**config.mk**
```make
export PLATFORM = sky130hd
export DESIGN_NAME = pbr_burst_reader
export DESIGN_NICKNAME = d
export VERILOG_FILES = /design/src/rtl/pbr_pkg.sv /design/src/rtl/pbr_seq.sv /design/src/rtl/pbr_drv.sv /design/src/rtl/pbr_rx.sv /design/src/rtl/pbr_burst_reader.sv
export SDC_FILE = /design/constraint.sdc
export NUM_CORES = 1
export LEC_CHECK = 0
export ABC_AREA = 1
export CORE_MARGIN = 10
export CORE_UTILIZATION = 36
export CTS_BUF_LIST = sky130_fd_sc_hd__clkbuf_8
export CTS_CLUSTER_DIAMETER = 200
export CTS_CLUSTER_SIZE = 40
export DETAILED_ROUTE_END_ITERATION = 12
export PLACE_DENSITY = 0.67
export RECOVER_POWER = 100
export SLEW_MARGIN = 20
export SYNTH_ARGS = -nofsm -noshare
export SYNTH_HDL_FRONTEND = slang
export SYNTH_HIERARCHICAL = 1
export SYNTH_SLANG_ARGS = --single-unit
```
**constraint.sdc**
```tcl
create_clock -name clk -period 2 [get_ports clk]
set_input_delay 0.6 -clock clk [delete_from_list [all_inputs] [get_ports clk]]
set_output_delay 0.6 -clock clk [all_outputs]
set_load 0.05 [all_outputs]
```
**src/rtl/pbr_pkg.sv**
```systemverilog
package pbr_pkg;

  typedef enum logic [2:0] {
    ST_IDLE = 3'd0,
    ST_REQ  = 3'd1,
    ST_ADDR = 3'd2,
    ST_TAR  = 3'd3,
    ST_DATA = 3'd4,
    ST_END  = 3'd5
  } pbr_state_e;

  // Bus is free only when neither frame nor initiator-ready is low.
  function automatic logic bus_is_idle(input logic frame_l, input logic irdy_l);
    return frame_l & irdy_l;
  endfunction

  // Turnaround and data cycles share the same control rules.
  function automatic logic is_data_cycle(input pbr_state_e st);
    return (st == ST_TAR) || (st == ST_DATA);
  endfunction

endpackage

```
**src/rtl/pbr_seq.sv**
```systemverilog
module pbr_seq
  import pbr_pkg::*;
#(
  parameter int BEAT_W     = 8,
  parameter int DSEL_LIMIT = 4
) (
  input  logic              clk,
  input  logic              rst_n,
  input  logic              req_start,
  input  logic [BEAT_W-1:0] req_beats,
  input  logic              gnt_n,
  input  logic              frame_in,
  input  logic              irdy_in,
  input  logic              trdy_n,
  input  logic              devsel_n,
  input  logic              usr_full,
  output pbr_state_e        state,
  output logic              accept,
  output logic              in_data,
  output logic              irdy_act,
  output logic              final_ph,
  output logic              xfer,
  output logic              last_xfer,
  output logic              timeout,
  output logic              busy
);

  localparam int CNT_W = $clog2(DSEL_LIMIT + 1);
  localparam logic [CNT_W-1:0] CNT_LAST = CNT_W'(DSEL_LIMIT - 1);

  pbr_state_e        state_q, state_d;
  logic [BEAT_W-1:0] rem_q;
  logic              last_q;
  logic              dev_seen_q;
  logic [CNT_W-1:0]  dcnt_q;

  function automatic logic one_left(input logic [BEAT_W-1:0] r);
    return r == BEAT_W'(1);
  endfunction

  assign state    = state_q;
  assign busy     = (state_q != ST_IDLE);
  assign in_data  = is_data_cycle(state_q);
  assign accept   = (state_q == ST_IDLE) && req_start && (req_beats != '0);
  assign irdy_act = in_data && (last_q || !usr_full);
  assign final_ph = irdy_act && one_left(rem_q);
  assign xfer     = (state_q == ST_DATA) && irdy_act && !trdy_n;
  assign last_xfer = xfer && one_left(rem_q);
  assign timeout  = in_data && !dev_seen_q && devsel_n && (dcnt_q == CNT_LAST);

  always_comb begin
    state_d = state_q;
    unique case (state_q)
      ST_IDLE: if (accept) state_d = ST_REQ;
      ST_REQ:  if (!gnt_n && bus_is_idle(frame_in, irdy_in)) state_d = ST_ADDR;
      ST_ADDR: state_d = ST_TAR;
      ST_TAR:  state_d = timeout ? ST_END : ST_DATA;
      ST_DATA: if (timeout || last_xfer) state_d = ST_END;
      ST_END:  state_d = ST_IDLE;
      default: state_d = ST_IDLE;
    endcase
  end

  always_ff @(posedge clk or negedge rst_n) begin
    if (!rst_n) begin
      state_q    <= ST_IDLE;
      rem_q      <= '0;
      last_q     <= 1'b0;
      dev_seen_q <= 1'b0;
      dcnt_q     <= '0;
    end else begin
      state_q <= state_d;
      if (accept) begin
        rem_q <= req_beats;
      end else if (xfer) begin
        rem_q <= rem_q - BEAT_W'(1);
      end
      if (state_q == ST_ADDR) begin
        last_q     <= 1'b0;
        dev_seen_q <= 1'b0;
        dcnt_q     <= '0;
      end else if (in_data) begin
        if (final_ph && !xfer) last_q <= 1'b1;
        if (!devsel_n) dev_seen_q <= 1'b1;
        else if (!dev_seen_q && !timeout) dcnt_q <= dcnt_q + CNT_W'(1);
      end
    end
  end

endmodule

```
**src/rtl/pbr_drv.sv**
```systemverilog
module pbr_drv
  import pbr_pkg::*;
#(
  parameter int AD_W  = 32,
  parameter int CBE_W = AD_W / 8
) (
  input  pbr_state_e       state,
  input  logic             in_data,
  input  logic             irdy_act,
  input  logic             final_ph,
  input  logic [AD_W-1:0]  addr_q,
  input  logic [CBE_W-1:0] cmd_q,
  output logic [AD_W-1:0]  ad_out,
  output logic             ad_oe,
  output logic [CBE_W-1:0] cbe_out,
  output logic             cbe_oe,
  output logic             frame_n,
  output logic             frame_oe,
  output logic             irdy_n,
  output logic             irdy_oe
);

  always_comb begin
    ad_out   = '0;
    ad_oe    = 1'b0;
    cbe_out  = '0;
    cbe_oe   = 1'b0;
    frame_n  = 1'b1;
    frame_oe = 1'b0;
    irdy_n   = 1'b1;
    irdy_oe  = 1'b0;
    if (state == ST_ADDR) begin
      ad_out   = addr_q;
      ad_oe    = 1'b1;
      cbe_out  = cmd_q;
      cbe_oe   = 1'b1;
      frame_n  = 1'b0;
      frame_oe = 1'b1;
      irdy_oe  = 1'b1;
    end else if (in_data) begin
      cbe_oe   = 1'b1;
      frame_n  = final_ph;
      frame_oe = 1'b1;
      irdy_n   = !irdy_act;
      irdy_oe  = 1'b1;
    end else if (state == ST_END) begin
      irdy_oe  = 1'b1;
    end
  end

endmodule

```
**src/rtl/pbr_rx.sv**
```systemverilog
module pbr_rx #(
  parameter int AD_W = 32
) (
  input  logic            clk,
  input  logic            rst_n,
  input  logic            xfer,
  input  logic            last_xfer,
  input  logic            timeout,
  input  logic [AD_W-1:0] ad_in,
  output logic            rd_valid,
  output logic [AD_W-1:0] rd_data,
  output logic            done,
  output logic            err
);

  always_ff @(posedge clk or negedge rst_n) begin
    if (!rst_n) begin
      rd_valid <= 1'b0;
      rd_data  <= '0;
      done     <= 1'b0;
      err      <= 1'b0;
    end else begin
      rd_valid <= xfer;
      if (xfer) rd_data <= ad_in;
      done <= last_xfer || timeout;
      err  <= timeout;
    end
  end

endmodule

```
**src/rtl/pbr_burst_reader.sv**
```systemverilog
module pbr_burst_reader
  import pbr_pkg::*;
#(
  parameter int AD_W       = 32,
  parameter int CBE_W      = AD_W / 8,
  parameter int BEAT_W     = 8,
  parameter int DSEL_LIMIT = 4
) (
  input  logic              clk,
  input  logic              rst_n,
  input  logic              req_start,
  input  logic [AD_W-1:0]   req_addr,
  input  logic [CBE_W-1:0]  req_cmd,
  input  logic [BEAT_W-1:0] req_beats,
  input  logic              usr_full,
  output logic              rd_valid,
  output logic [AD_W-1:0]   rd_data,
  output logic              done,
  output logic              err,
  output logic              busy,
  input  logic              gnt_n,
  input  logic              frame_in,
  input  logic              irdy_in,
  input  logic              trdy_n,
  input  logic              devsel_n,
  input  logic [AD_W-1:0]   ad_in,
  output logic [AD_W-1:0]   ad_out,
  output logic              ad_oe,
  output logic [CBE_W-1:0]  cbe_out,
  output logic              cbe_oe,
  output logic              frame_n,
  output logic              frame_oe,
  output logic              irdy_n,
  output logic              irdy_oe
);

  pbr_state_e       state;
  logic             accept, in_data, irdy_act, final_ph;
  logic             xfer, last_xfer, timeout;
  logic [AD_W-1:0]  addr_q;
  logic [CBE_W-1:0] cmd_q;

  always_ff @(posedge clk or negedge rst_n) begin
    if (!rst_n) begin
      addr_q <= '0;
      cmd_q  <= '0;
    end else if (accept) begin
      addr_q <= req_addr;
      cmd_q  <= req_cmd;
    end
  end

  pbr_seq #(.BEAT_W(BEAT_W), .DSEL_LIMIT(DSEL_LIMIT)) u_seq (
    .clk(clk), .rst_n(rst_n), .req_start(req_start), .req_beats(req_beats),
    .gnt_n(gnt_n), .frame_in(frame_in), .irdy_in(irdy_in), .trdy_n(trdy_n),
    .devsel_n(devsel_n), .usr_full(usr_full), .state(state), .accept(accept),
    .in_data(in_data), .irdy_act(irdy_act), .final_ph(final_ph), .xfer(xfer),
    .last_xfer(last_xfer), .timeout(timeout), .busy(busy)
  );

  pbr_drv #(.AD_W(AD_W), .CBE_W(CBE_W)) u_drv (
    .state(state), .in_data(in_data), .irdy_act(irdy_act), .final_ph(final_ph),
    .addr_q(addr_q), .cmd_q(cmd_q), .ad_out(ad_out), .ad_oe(ad_oe),
    .cbe_out(cbe_out), .cbe_oe(cbe_oe), .frame_n(frame_n), .frame_oe(frame_oe),
    .irdy_n(irdy_n), .irdy_oe(irdy_oe)
  );

  pbr_rx #(.AD_W(AD_W)) u_rx (
    .clk(clk), .rst_n(rst_n), .xfer(xfer), .last_xfer(last_xfer),
    .timeout(timeout), .ad_in(ad_in), .rd_valid(rd_valid), .rd_data(rd_data),
    .done(done), .err(err)
  );

endmodule

```
==> results.ini <==
[sta]
relSlewSlack_pct = 31.5
timing.fmax_mhz = 440
max_slew.worst_pin.slew_ps = 1030
fin_crit_ps = 2270
setup_viol = 43
post-route-period-util_pct = 114
hold_viol_final = 0
fin_tns_setup_ps = -9660
fin_ws_ps = -274
skew_ps = 8.22
grt_setup_unrepaired = true
drv_slew = 0

[drt]
wl_met1_um = 4970
drtIter0Drc = 210
drtAntennaViolNets = 0
vias = 3906
wl_per_cell_um = 14.4
firstDrtPassIters = 4
route.met2.wl_um = 6360
drt-total-wl_um = 12500
vias_per_cell = 4.49
wl_met3_um = 938
highest_layer = met4
drcViolationCount = 0

[setup_path]
r2r-start = u_seq/state[0]
worst-path-stages = 6
crit_end = cbe_out[2]
rrSetupSlack_ps = 80
critPathArrivalTime_ps = 1670
path_buf_inv = 4
timing_worst_setup_path_type = reg -> out
r2r_end = u_seq/rem_q[3]
cp_max_fo = 17
cp_top_family = buffers and inverters
crit_path_start = u_seq/state[2]
start_kind = flip-flop
path_cells = buf_6 -> inv_4 -> nand3_4 -> buf_16 -> nor2_2 -> buf_12
critPathCaptureType = output port
rr_worst_depth = 10
max_stage_delay_ps = 430
cp.required_ps = 1400
cpMaxStageDelayCell = dfrtp_1

[clock_tree]
worstSkewPairLatency_ps = 350
htree_levels = 3
postCtsHoldBufs = 0
root_buffer = clkbuf_8
numCtsBuffers = 9
path_clk_slew_ps = 90
clock-sinks = 87
cts_tree = yes
clock_path_buffers = 2

[placement]
gp_congestion = 0.827
pre_cts_ws_ps = -410
port_buffers = 162
dpl.hpwl_um = 9510
place_inst = 844

[logic_synthesis]
yosysMostFrequentCell = nand2_1
yosysWarnings = 6
netlist_top_cells_count = 218 x nand2_1, 87 x dfrtp_1, 67 x inv_1
synth_top_area_cell = dfrtp_1
synth-seq-area-share_pct = 49.3
synth_fp_nets = 619
synth_edf_count = 0
synth_ff_type = dfrtp_1
netlist_instances = 530
synth_area_um2 = 4420
synth-seq-cells = 87
avgSynthCellArea_um2 = 8.34
synth.area.top_cells = dfrtp_1 49%, nand2_1 19%, inv_1 5.7%
synth-async-reset-ratio_pct = 100
synth.distinct_cells = 36
yosys.area.top_type_share_pct = 49.3

[pwr]
leakage_nw = 3.45
p_int_w = 0.00516
power.share.clock_pct = 11.0
p_sw_w = 0.00490
power_density_nw_per_um2 = 1480
peakVddDrop_mv = 0.866
p_sw_share_pct = 48.7
seqPwrFrac_pct = 30.2
p_comb_share_pct = 58.8

[floorplanning]
die_h_um = 131
num_rows = 40
core_area_um2 = 12000
io_pins = 163
dieArea_um2 = 17100
die_x_um = 131
start_util_pct = 36.8

[global_routing]
grt_usage_pct = 14.6
grt_pass1_wl_um = 19900
antenna_found_initial = 0
grt.overflow.total = 0
grt_pass1_vias = 4029
grt_max_degree = 37

[finish]
area_delta_synth_final_pct = 54.1
drive_gt1_share_pct = 25.9
finalNetCount = 807
fill_cells = 1127
finish.utilization_pct = 56.7
layout.cells.non_filler = 870
diodes = 0

[flow_run]
max_cap_violations = 0

[status]
failed_checks = negative setup slack
status = finished, violations left

[worst_hold_path]
hold_class = in -> async

==> power groups by stage <==
stage	combinational (W)	sequential (W)	clock (W)
after global routing	0.00639	0.00315	0.00123
after global placement	0.00586	0.00304	0
final	0.00591	0.00304	0.00111
after floorplan	0.00278	0.00410	0
after detailed placement	0.00597	0.00308	0
after CTS	0.00630	0.00306	0.00117
==> worst register-to-register path: cells and delay by family (launching register included) <==
family	cells	cell delay, ps
buffers and inverters	4	610
AND/OR/NAND/NOR	4	460
flip-flops	1	460
AO/OA/AOI/OAI	2	260
==> sequential cells by signal, summed over array words and instances, names as in the netlist <==
register and cells:
addr_q 32, cmd_q 4, u_rx/done 1, u_rx/err 1, u_rx/rd_data 32, u_rx/rd_valid 1
u_seq/dcnt_q 3, u_seq/dev_seen_q 1, u_seq/last_q 1, u_seq/rem_q 8, u_seq/state 3
==> layout by cell type (no fill, tap or decap), types with 2 or more instances in the layout <==
cell type / netlist / layout
clkbuf_8: 3 / 11
nand3_2: 2 / 4
clkbuf_4: 0 / 2
nor3_1: 2 / 2
nor2_4: 1 / 16
inv_2: 3 / 3
buf_12: 2 / 47
xor2_1: 3 / 3
o211ai_1: 1 / 3
o211ai_2: 4 / 2
nand2_4: 3 / 4
clkinv_2: 0 / 2
nor2_1: 15 / 16
a21oi_1: 1 / 2
nand3_1: 18 / 16
clkbuf_1: 0 / 18
o21ai_1: 3 / 2
buf_6: 11 / 6
clkdlybuf4s50_1: 0 / 81
buf_4: 4 / 17
nor2_2: 37 / 21
clkbuf_2: 0 / 21
inv_4: 0 / 2
nand2_1: 218 / 223
nand4_1: 3 / 4
dfrtp_1: 87 / 86
inv_1: 67 / 67
ha_1: 4 / 4
nand2_2: 24 / 18
o21ai_0: 1 / 2
clkinvlp_4: 0 / 2
==> how the worst min path moves through the flow <==
stage / startpoint / to / slack (ps) / depth (start not counted)
4_1_cts: rst_n / addr_q[4] / 110 / 1
3_5_place_dp: addr_q[22] / addr_q[22] / 460 / 2
3_3_place_gp: cmd_q[2] / cmd_q[2] / 450 / 2
2_1_floorplan: rst_n / addr_q[0] / 300 / 0
5_1_grt: rst_n / addr_q[3] / 480 / 1
6_report: rst_n / addr_q[4] / 400 / 1
==> logic make-up (layout without fill, tap and decap cells) <==
kind of cell / count (synthesis) / count (layout) / synth area share, %
adders and majority gates: 4 / 4 / 1.13
xor gates and xnor gates: 4 / 4 / 0.793
AOI/OAI and AO/OA: 13 / 13 / 2.38
DFF: 87 / 87 / 49.3
buffers and inverters: 92 / 285 / 11.8
and+or+nand+nor: 330 / 330 / 34.6
==> metal layers <==
layer	vias to the layer above	GRT usage, %
met1	1826	16.8
li1	1952	-
met5	-	0
met3	21	4.07
met4	0	6.21
met2	107	24.9
==> repair_timing <==
item / 4_1_cts / 5_1_grt
gates resized for setup: 30 / 1
pin swaps: 5 / 1
buffers inserted: 7 / 0
endpoints found under the setup margin: 43 / 43
cloned: 1 / 2
==> area by class of cell <==
type	count	area, µm²	share of cell area (%)
multi-input cells	351	1780	26.1
well taps	147	184	2.70
clock buffers	11	151	2.22
repair buffers	197	2210	32.5
inverters	72	284	4.17
clock inverters	5	25.0	0.368
flip-flops and latches	87	2180	32.0
==> through the flow <==
step	instance area, µm²	power (W)	hold WS, ps
after floorplan	4420	0.00688	304
after global placement	6620	0.00890	454
final	6810	0.0101	400
after global routing	6810	0.0108	476
after CTS	6990	0.0105	106
after detailed placement	6620	0.00905	458
Power figures use the tool's default switching activity.
